===== src/rtl/sd_dma_pkg.sv =====
package sd_dma_pkg;
   localparam logic [11:0] OFS_MODE    = 12'h410;
   localparam logic [11:0] OFS_CTRL    = 12'h414;
   localparam logic [11:0] OFS_ENABLE  = 12'h418;
   localparam logic [11:0] OFS_ADDR_LO = 12'h440;
   localparam logic [11:0] OFS_ADDR_HI = 12'h444;
   localparam int          DATA_W      = 64;

   typedef struct packed {
      logic [1:0] dir;
      logic [1:0] width;
      logic       inc;
   } mode_t;

   typedef enum logic [2:0] {
      ST_IDLE, ST_RD_REQ, ST_RD_WAIT, ST_PUSH, ST_POP, ST_WR_REQ, ST_DONE
   } seq_state_t;
endpackage


===== src/rtl/sd_dma_regs.sv =====
module sd_dma_regs
   import sd_dma_pkg::*;
#(
   parameter int ADDR_W = 64
) (
   input  logic              clk,
   input  logic              rst_n,
   input  logic [11:0]       reg_addr,
   input  logic [31:0]       reg_wdata,
   input  logic              reg_we,
   input  logic              busy,
   input  logic              err_set,
   output logic [31:0]       reg_rdata,
   output mode_t             mode,
   output logic [ADDR_W-1:0] base_addr,
   output logic [1:0]        chan_run,
   output logic              start_wr,
   output logic              err
);
   localparam int LO_W = (ADDR_W > 32) ? 32 : ADDR_W;
   localparam int HI_W = (ADDR_W > 32) ? ADDR_W - 32 : 1;

   if (ADDR_W < 4 || ADDR_W > 64) begin : g_bad_addr_w
      $error("sd_dma_regs: ADDR_W must lie in 4..64");
   end

   logic              wr_mode, wr_ctrl, wr_en, wr_lo, wr_hi;
   logic [LO_W-1:0]   addr_lo;
   logic [31:0]       hi_rd;

   assign wr_mode  = reg_we && (reg_addr == OFS_MODE);
   assign wr_ctrl  = reg_we && (reg_addr == OFS_CTRL);
   assign wr_en    = reg_we && (reg_addr == OFS_ENABLE);
   assign wr_lo    = reg_we && (reg_addr == OFS_ADDR_LO);
   assign wr_hi    = reg_we && (reg_addr == OFS_ADDR_HI);
   assign start_wr = wr_ctrl && reg_wdata[0];

   always_ff @(posedge clk or negedge rst_n) begin
      if (!rst_n) begin
         mode     <= '0;
         chan_run <= 2'b11;
         addr_lo  <= '0;
         err      <= 1'b0;
      end else begin
         if (wr_mode)
            mode <= '{dir: reg_wdata[17:16], width: reg_wdata[5:4], inc: reg_wdata[0]};
         if (wr_en)
            chan_run <= reg_wdata[9:8];
         if (wr_lo)
            addr_lo <= reg_wdata[LO_W-1:0];
         if (err_set)
            err <= 1'b1;
         else if (wr_ctrl && reg_wdata[1])
            err <= 1'b0;
      end
   end

   if (ADDR_W > 32) begin : g_wide_addr
      logic [HI_W-1:0] addr_hi;
      always_ff @(posedge clk or negedge rst_n) begin
         if (!rst_n)
            addr_hi <= '0;
         else if (wr_hi)
            addr_hi <= reg_wdata[HI_W-1:0];
      end
      assign base_addr = {addr_hi, addr_lo};
      assign hi_rd     = 32'(addr_hi);
   end else begin : g_narrow_addr
      logic unused_hi;
      assign unused_hi = wr_hi;
      assign base_addr = addr_lo;
      assign hi_rd     = '0;
   end

   always_comb begin
      unique case (reg_addr)
         OFS_MODE:    reg_rdata = {14'b0, mode.dir, 10'b0, mode.width, 3'b0, mode.inc};
         OFS_CTRL:    reg_rdata = {29'b0, busy, err, 1'b0};
         OFS_ENABLE:  reg_rdata = {22'b0, chan_run, 8'b0};
         OFS_ADDR_LO: reg_rdata = 32'(addr_lo);
         OFS_ADDR_HI: reg_rdata = hi_rd;
         default:     reg_rdata = '0;
      endcase
   end
endmodule


===== src/rtl/sd_dma_len.sv =====
module sd_dma_len #(
   parameter int TOT_W = 28
) (
   input  logic             clk,
   input  logic             rst_n,
   input  logic             load,
   input  logic [TOT_W-1:0] total,
   input  logic             step,
   input  logic [1:0]       width,
   output logic             last
);
   if (TOT_W < 4) begin : g_bad_tot_w
      $error("sd_dma_len: TOT_W must be at least 4");
   end

   logic [TOT_W-1:0] remain;
   logic [TOT_W-1:0] beat_bytes;

   assign beat_bytes = TOT_W'(1) << width;
   assign last       = (remain <= beat_bytes);

   always_ff @(posedge clk or negedge rst_n) begin
      if (!rst_n)
         remain <= '0;
      else if (load)
         remain <= total;
      else if (step)
         remain <= last ? '0 : remain - beat_bytes;
   end
endmodule


===== src/rtl/sd_dma_seq.sv =====
module sd_dma_seq
   import sd_dma_pkg::*;
#(
   parameter int ADDR_W = 64
) (
   input  logic              clk,
   input  logic              rst_n,
   input  logic              start_wr,
   input  mode_t             mode,
   input  logic [ADDR_W-1:0] base_addr,
   input  logic [1:0]        chan_run,
   input  logic              total_zero,
   input  logic              last,
   input  logic              mem_gnt,
   input  logic              mem_rvalid,
   input  logic [DATA_W-1:0] mem_rdata,
   input  logic              tx_ready,
   input  logic              rx_valid,
   input  logic [DATA_W-1:0] rx_data,
   output logic              load,
   output logic              step,
   output logic [1:0]        width_q,
   output logic              err_set,
   output logic              busy,
   output logic              abort,
   output logic              done,
   output logic              mem_req,
   output logic              mem_we,
   output logic [ADDR_W-1:0] mem_addr,
   output logic [1:0]        mem_size,
   output logic [DATA_W-1:0] mem_wdata,
   output logic              tx_valid,
   output logic [DATA_W-1:0] tx_data,
   output logic              rx_ready
);
   seq_state_t        state, nxt;
   logic              dir_q, inc_q;
   logic [ADDR_W-1:0] addr_q;
   logic [DATA_W-1:0] data_q;
   logic [ADDR_W-1:0] align_mask;
   logic              idle, legal, accept;

   assign idle       = (state == ST_IDLE);
   assign align_mask = (ADDR_W'(1) << mode.width) - ADDR_W'(1);
   assign legal      = !mode.dir[1] && chan_run[mode.dir[0]] &&
                       ((base_addr & align_mask) == '0);
   assign accept     = start_wr && idle && legal;
   assign err_set    = start_wr && idle && !legal;
   assign load       = accept;
   assign abort      = !idle && (state != ST_DONE) && !chan_run[dir_q];
   assign step       = !abort && (((state == ST_PUSH) && tx_ready) ||
                                  ((state == ST_WR_REQ) && mem_gnt));

   always_comb begin
      nxt = state;
      unique case (state)
         ST_IDLE:    if (accept) nxt = total_zero ? ST_DONE :
                                       (mode.dir[0] ? ST_POP : ST_RD_REQ);
         ST_RD_REQ:  if (mem_gnt)    nxt = ST_RD_WAIT;
         ST_RD_WAIT: if (mem_rvalid) nxt = ST_PUSH;
         ST_PUSH:    if (tx_ready)   nxt = last ? ST_DONE : ST_RD_REQ;
         ST_POP:     if (rx_valid)   nxt = ST_WR_REQ;
         ST_WR_REQ:  if (mem_gnt)    nxt = last ? ST_DONE : ST_POP;
         ST_DONE:    nxt = ST_IDLE;
         default:    nxt = ST_IDLE;
      endcase
      if (abort) nxt = ST_IDLE;
   end

   always_ff @(posedge clk or negedge rst_n) begin
      if (!rst_n) begin
         state   <= ST_IDLE;
         dir_q   <= 1'b0;
         inc_q   <= 1'b0;
         width_q <= '0;
         addr_q  <= '0;
         data_q  <= '0;
      end else begin
         state <= nxt;
         if (accept) begin
            dir_q   <= mode.dir[0];
            inc_q   <= mode.inc;
            width_q <= mode.width;
            addr_q  <= base_addr;
         end
         if (step && inc_q)
            addr_q <= addr_q + (ADDR_W'(1) << width_q);
         if ((state == ST_RD_WAIT) && mem_rvalid)
            data_q <= mem_rdata;
         else if ((state == ST_POP) && rx_valid)
            data_q <= rx_data;
      end
   end

   assign busy      = !idle;
   assign done      = (state == ST_DONE);
   assign mem_req   = (state == ST_RD_REQ) || (state == ST_WR_REQ);
   assign mem_we    = (state == ST_WR_REQ);
   assign mem_addr  = addr_q;
   assign mem_size  = width_q;
   assign mem_wdata = data_q;
   assign tx_valid  = (state == ST_PUSH);
   assign tx_data   = data_q;
   assign rx_ready  = (state == ST_POP);
endmodule


===== src/rtl/sd_dma_channel.sv =====
module sd_dma_channel
   import sd_dma_pkg::*;
#(
   parameter int ADDR_W = 64,
   parameter int BCNT_W = 16,
   parameter int BSZ_W  = 12
) (
   input  logic              clk,
   input  logic              rst_n,
   input  logic [11:0]       reg_addr,
   input  logic [31:0]       reg_wdata,
   input  logic              reg_we,
   output logic [31:0]       reg_rdata,
   input  logic [BCNT_W-1:0] blk_count,
   input  logic [BSZ_W-1:0]  blk_size,
   output logic              mem_req,
   output logic              mem_we,
   output logic [ADDR_W-1:0] mem_addr,
   output logic [1:0]        mem_size,
   output logic [DATA_W-1:0] mem_wdata,
   input  logic              mem_gnt,
   input  logic              mem_rvalid,
   input  logic [DATA_W-1:0] mem_rdata,
   output logic              tx_valid,
   output logic [DATA_W-1:0] tx_data,
   input  logic              tx_ready,
   input  logic              rx_valid,
   input  logic [DATA_W-1:0] rx_data,
   output logic              rx_ready,
   output logic              done
);
   localparam int TOT_W = BCNT_W + BSZ_W;

   if (BCNT_W < 1 || BSZ_W < 4) begin : g_bad_len_w
      $error("sd_dma_channel: BCNT_W must be >= 1 and BSZ_W >= 4");
   end

   mode_t             mode;
   logic [ADDR_W-1:0] base_addr;
   logic [1:0]        chan_run;
   logic              start_wr, err, err_set, busy, abort;
   logic              load, step, last;
   logic [1:0]        width_q;
   logic [TOT_W-1:0]  total;

   assign total = TOT_W'(blk_count) * TOT_W'(blk_size);

   sd_dma_regs #(.ADDR_W(ADDR_W)) u_regs (
      .clk(clk), .rst_n(rst_n), .reg_addr(reg_addr), .reg_wdata(reg_wdata),
      .reg_we(reg_we), .busy(busy), .err_set(err_set), .reg_rdata(reg_rdata),
      .mode(mode), .base_addr(base_addr), .chan_run(chan_run),
      .start_wr(start_wr), .err(err)
   );

   sd_dma_len #(.TOT_W(TOT_W)) u_len (
      .clk(clk), .rst_n(rst_n), .load(load), .total(total), .step(step),
      .width(load ? mode.width : width_q), .last(last)
   );

   sd_dma_seq #(.ADDR_W(ADDR_W)) u_seq (
      .clk(clk), .rst_n(rst_n), .start_wr(start_wr), .mode(mode),
      .base_addr(base_addr), .chan_run(chan_run), .total_zero(total == '0),
      .last(last), .mem_gnt(mem_gnt), .mem_rvalid(mem_rvalid),
      .mem_rdata(mem_rdata), .tx_ready(tx_ready), .rx_valid(rx_valid),
      .rx_data(rx_data), .load(load), .step(step), .width_q(width_q),
      .err_set(err_set), .busy(busy), .abort(abort), .done(done),
      .mem_req(mem_req), .mem_we(mem_we), .mem_addr(mem_addr),
      .mem_size(mem_size), .mem_wdata(mem_wdata), .tx_valid(tx_valid),
      .tx_data(tx_data), .rx_ready(rx_ready)
   );
endmodule


===== config.mk =====
export PLATFORM = sky130hd
export DESIGN_NAME = sd_dma_channel
export DESIGN_NICKNAME = d
export VERILOG_FILES = /design/src/rtl/sd_dma_pkg.sv /design/src/rtl/sd_dma_regs.sv /design/src/rtl/sd_dma_len.sv /design/src/rtl/sd_dma_seq.sv /design/src/rtl/sd_dma_channel.sv
export SDC_FILE = /design/constraint.sdc
export NUM_CORES = 1
export LEC_CHECK = 0
export ABC_AREA = 1
export ABC_CLOCK_PERIOD_IN_PS = 3490
export BUFFER_PORTS_ARGS = -buffer_cell sky130_fd_sc_hd__buf_2
export CORE_MARGIN = 10
export CORE_UTILIZATION = 38
export DETAILED_ROUTE_END_ITERATION = 10
export PLACE_DENSITY = 0.57
export SETUP_SLACK_MARGIN = 0.1
export SLEW_MARGIN = 40
export SYNTH_ARGS = -nofsm -noshare
export SYNTH_HDL_FRONTEND = slang
export SYNTH_HIERARCHICAL = 1
export SYNTH_SLANG_ARGS = --single-unit

===== constraint.sdc =====
create_clock -name clk -period 3.49 [get_ports clk]
set_input_delay 1.047 -clock clk [delete_from_list [all_inputs] [get_ports clk]]
set_output_delay 1.047 -clock clk [all_outputs]
set_load 0.02 [all_outputs]

# Word level (Yosys, flattened, before mapping)
# Index checks and enable logic that the tools add are counted.
# word_totals
reg_bits,235
inputBits,207
# op_classes
n_addsub,3
n_mul,1
order_cmp,3
n_eq_ne,18
n_shift,3
mux,27
n_bitwise,1
n_reduce_logical,35
# ops
cell,n
$mux 64,4
$pmux 32 s5,1
$shl 1x2->64 const A,2
$mux 28,3
$add 64x64->64,1
$and 64x64->64,1
$logic_not 64->1,1
$sub 64x2->64 const B,1
$eq 12x11->1 const B,5
$mux 3,10
$le 28x28->1,1
$logic_not 28->1,1
$mul 16x12->28,1
$shl 1x2->28 const A,1
$sub 28x28->28,1
$logic_and 1x1->1,20
$pmux 3 s6,1
$ne 3x2->1 const B,4
$eq 3x3->1 const B,3
$reduce_bool 2->1,4
$eq 3x2->1 const B,2
$mux 1,6
$ne 3x1->1 const B,2
$reduce_and 6->1,1
other kinds (7),14

# Longest topological paths before layout
# logic_depth
word_depth,13
depth_mapped,33

# Hierarchy
# The synthesis kept the hierarchy.
# by_module_without_submodules
mod,instances,cells_per_inst,area_each_um2,seq_area_each_um2
sd_dma_seq,1,1466,9502.9,3378.2
sd_dma_channel,1,1011,6949.2,0.0
sd_dma_regs,1,418,3418.3,1804.2
sd_dma_len,1,317,2235.9,700.7

# Worst setup path before layout
# No wires, ideal clock.
# synth_timing
path_type,input -> register
startpoint,input blk_size[11]
endpoint,register u_seq.state[0]
setup_ps,118
arrival_time_ps,6099
required_time_ps,3372
slack_ps,-2728
cell_stages,32
path_buffers,2
cell_sequence,clkbuf_1 -> clkbuf_1 -> nand2_1 -> fa_1 -> inv_1 -> fa_1 -> inv_1 -> fa_1 -> inv_1 -> fa_1 -> inv_1 -> fa_1 -> inv_1 -> ha_1 -> nand2_2 -> inv_2 -> nand2_2 -> inv_1 -> a21oi_2 -> nand2_2 -> nand2_1 -> nand2_1 -> nand2_1 -> nand2_2 -> nor2_1 -> nand3_1 -> nor2_1 -> inv_1 -> nand3_1 -> o2111ai_1 -> nand4_1 -> nand2_1
# synth_between
elab_chain_len,6
# synth_rtl
item,line,text
"start, declared",sd_dma_channel.sv:15,"input logic [BSZ_W-1:0] blk_size,"
$mul 16x12->28,sd_dma_channel.sv:46,assign total = TOT_W'(blk_count) * TOT_W'(blk_size);
net total[27],sd_dma_channel.sv:44,logic [TOT_W-1:0] total;
$logic_not 28->1,sd_dma_channel.sv:62,".base_addr(base_addr), .chan_run(chan_run), .total_zero(total == '0),"
$mux 3 (2 in series),sd_dma_seq.sv:57,ST_IDLE: if (accept) nxt = total_zero ? ST_DONE :
$pmux 3 s6,sd_dma_seq.sv:56,unique case (state)
$mux 3,sd_dma_seq.sv:67,if (abort) nxt = ST_IDLE;
"end signal, assigned",sd_dma_seq.sv:79,state <= nxt;
"end, declared",sd_dma_seq.sv:36,"seq_state_t state, nxt;"
# The timed path passes the listed nets, and every way through them passes these cells. The select of a mux whose other input is x is not followed.
# A chain may end at the register's enable or synchronous reset.

# Worst setup path in the final report
# layout_timing
startpoint,input blk_size[5]
endpoint,register u_seq.state[0]
# Same word-level chain as after synthesis.

==> out/summary.txt <==
Die Area: 68200 um2
Total GRT Usage: 24.8%
Root Buffer: clkbuf_16
Initial antenna violation count: 6
Largest net degree at the start of global routing: 72
Starting Density: 38.3%
TritonCTS Buffers: 31
Fmax: 183 MHz
Reg clk slew, reported paths: 0.06 ns
Sw Ratio: 48.1%
Leakage power figure: 16.0 nW
Synth Register Bits: 235
Wire per inst: 18.9 um
Vias: 22.5k
Fill count: 5816
Total gr overflow: 0
Max-Cap Viols: 0
Buf/Inv on CP: 12
Critical path depth: 32
Clock Path Buffers: 3
Final setup fails: 29
Dominant synthesized flop cell: dfrtp_1
Final hold vios: 0
Multi-input logic area: 14600 um2
Mux contribution to synthesized area: 0.102%
Clock sinks: 235
Post-layout worst setup margin: -1.98 ns
Die X: 261 um
Xor/xnor cell area share of the yosys netlist: 1.62%
Yosys cell types: 49
Async SR Flop Fraction: 100%
Total Wirelength: 87100 um
Number of synthesized flops with an enable pin: 0
Largest family of logic cells by synthesized area: simple AND/OR/NAND/NOR gates
HPWL after DPL: 70500 um
# IOs: 438
DRT antenna net count: 0
Port Buf Inserts: 437
Mapped Nets: 3637
Die Span Y: 261 um
Setup WS pre-CTS: -2.71 ns
Clock power frac: 11.9%
Cts hold-fix bufs: 0
CP Class: in -> reg
Failing checks: setup timing
Most used cell, CP: fa_1
GP Congestion: 0.940
Fin nets: 4235
YS warnings: 6
Synth Area in Adders: 17.2%
Worst slew pin tran: 0.854 ns
Simple-gate portion of the synthesized area: 32.0%
Max-slew violations: 0
Final period utilization: 157%
Reg power frac: 13.6%
Unrepaired setup endpoints after global routing: true
Clk_lat worst skew: 0.61 ns
Syn Inst Count: 3212
CTS tree: yes
DRT iter0 DRCs: 1636
Commonest non-fill, non-tap cells in the layout: nand2_1, inv_1, buf_2, nor2_1, buf_4
Status: finished with violations
Critical path startpoint category: input port
Critical path's top delay family: adder cells
Layout area overhead: 35.5%
Row cnt: 88
Core area: 57700 um2
H-tree lvl count: 1
Worst hold slack: 0.383 ns
CP max-delay cell: fa_1
Gate power share: 74.5%
Worst path max stage delay: 0.54 ns
Crit path DAT: 5.96 ns
Internal power: 0.0137 W
Post-synthesis compound-gate area fraction: 8.33%
Cell Pwr Density: 883 nW/um2
Pre-antenna DRT Iters: 6
Minimum clock period: 5.47 ns
Vias in the first global route: 21.9k
Class of the worst hold path: in -> async
Post-synthesis cell area: 22100 um2
Avg Cell Area, Syn: 6.88 um2
Worst setup EP type: flip-flop
First-pass GRT wire length: 132000 um
Layout cell share with drive strength beyond 1: 32.6%
Reg area: 5880 um2
Vias per cell: 4.90
WP data required: 3.97 ns
Final Core Density: 51.9%
R2R depth: 23
DRC: 0
Register area share after synthesis: 26.6%
Maximum vdd drop: 0.996 mV
Worst slew margin: 43.1%
Commonest non-fill, non-tap cell in the layout: nand2_1
Psw: 0.0127 W
Clock Skews: 0.0309 ns
Crit Path Max Fanout: 5
-- metal layers --
metal | track usage, % | share of wire [%] | up-vias
met5 | 0 | 0.024 | -
met4 | 6.15 | 2.6 | 4
met3 | 4.78 | 7.7 | 95
met2 | 40.3 | 47 | 777
met1 | 33.3 | 42 | 10700
li1 | - | - | 11000
-- worst reg2reg max path, stage by stage, from the launching register on --
cell,delay (ns)
dfrtp_2,0.44
buf_6,0.13
buf_4,0.12
buf_4,0.13
nand3_1,0.07
nand3_1,0.07
nor2_1,0.12
nand2_1,0.09
inv_2,0.08
nand3_4,0.09
inv_4,0.08
mux2_4,0.33
or2_4,0.25
buf_6,0.12
fa_2,0.36
nand2_2,0.08
nand2_2,0.06
buf_4,0.13
nand2_2,0.08
nand2_2,0.12
nor2_2,0.24
nand4_1,0.15
nand3_2,0.10
nand2_1,0.05
-- metrics by stage --
step | power (W) | instance area, um2 | std cells | TNS, ns
6_report | 0.0264 | 29900 | 4599 | -34.57
4_1_cts | 0.0245 | 29000 | 4572 | -33.88
3_5_place_dp | 0.0192 | 26700 | 4480 | -59.07
3_3_place_gp | 0.0192 | 26700 | 4480 | -58.93
5_1_grt | 0.0283 | 29900 | 4598 | -39.55
2_1_floorplan | 0.0135 | 23000 | 3212 | -43.41
-- final cells by class --
class / count / share of cell area (%)
Antenna cell: 1 / 0.00836
Clock inverter: 13 / 0.430
Tap cell: 765 / 3.20
Sequential cell: 235 / 19.6
Clock buffer: 43 / 2.87
Inverter: 551 / 7.03
Timing Repair Buffer: 744 / 18.0
Multi-Input combinational cell: 2247 / 48.9
-- Yosys cell counts, types with 25 or more instances --
master | number | area (um2)
fa_1 | 142 | 2840
buf_4 | 78 | 586
nand4_1 | 42 | 263
inv_1 | 531 | 1990
nand3_1 | 179 | 896
o21ai_1 | 100 | 500
clkbuf_1 | 63 | 236
nand2_2 | 36 | 225
ha_1 | 76 | 951
dfrtp_1 | 233 | 5830
buf_2 | 28 | 140
o22ai_1 | 25 | 156
nor2_1 | 273 | 1020
nand2_1 | 1011 | 3790
o21ai_0 | 143 | 716
-- cells by family (layout without fill, tap and decap cells) --
logic type | Yosys count | in the layout
AOI/OAI and AO/OA | 337 | 337
DFF | 235 | 235
other | 0 | 1
and+or+nand+nor | 1647 | 1649
muxes | 2 | 2
adders and majority gates | 218 | 218
buffers and inverters | 732 | 1351
xor gates and xnor gates | 41 | 41
-- worst paths after layout --
path	to	from	slack, ns
worst max-delay path	u_seq/state[0]	blk_size[5]	-1.98
worst min-delay path	u_seq/mem_addr[61]	rst_n	0.38
worst max register to register	u_len/remain[12]	u_regs/mode[1]	-0.12
worst min register to register	u_regs/err	u_regs/err	0.48
max in group asynchronous	u_regs/chan_run[1]	rst_n	2.24
min in group clk	u_regs/err	u_regs/err	0.48
-- power groups by stage --
stage | Clock, W | Combinational [W] | Sequential (W)
2_1_floorplan | 0 | 0.00953 | 0.00396
3_3_place_gp | 0 | 0.0156 | 0.00362
3_5_place_dp | 0 | 0.0156 | 0.00363
4_1_cts | 0.00319 | 0.0178 | 0.00359
5_1_grt | 0.00330 | 0.0214 | 0.00366
6_report | 0.00314 | 0.0197 | 0.00360
-- flip-flops by register name (all words and copies together) (netlist names) --
signal and cells:
u_len/remain 28, u_regs/addr_lo 32, u_regs/chan_run 2, u_regs/err 1, u_regs/g_wide_addr.addr_hi 32, u_regs/mode 5, u_seq/dir_q 1, u_seq/inc_q 1
u_seq/mem_addr 64, u_seq/mem_size 2, u_seq/mem_wdata 64, u_seq/state 3
-- timing repair --
action	4_1_cts	5_1_grt
resized for setup	296	216
hold endpoints to repair	0	0
gates cloned	3	2
setup endpoints to repair	60	53
buffers inserted	38	33
pin swaps	114	166
Note: power is estimated with default switching activity, not from simulation.
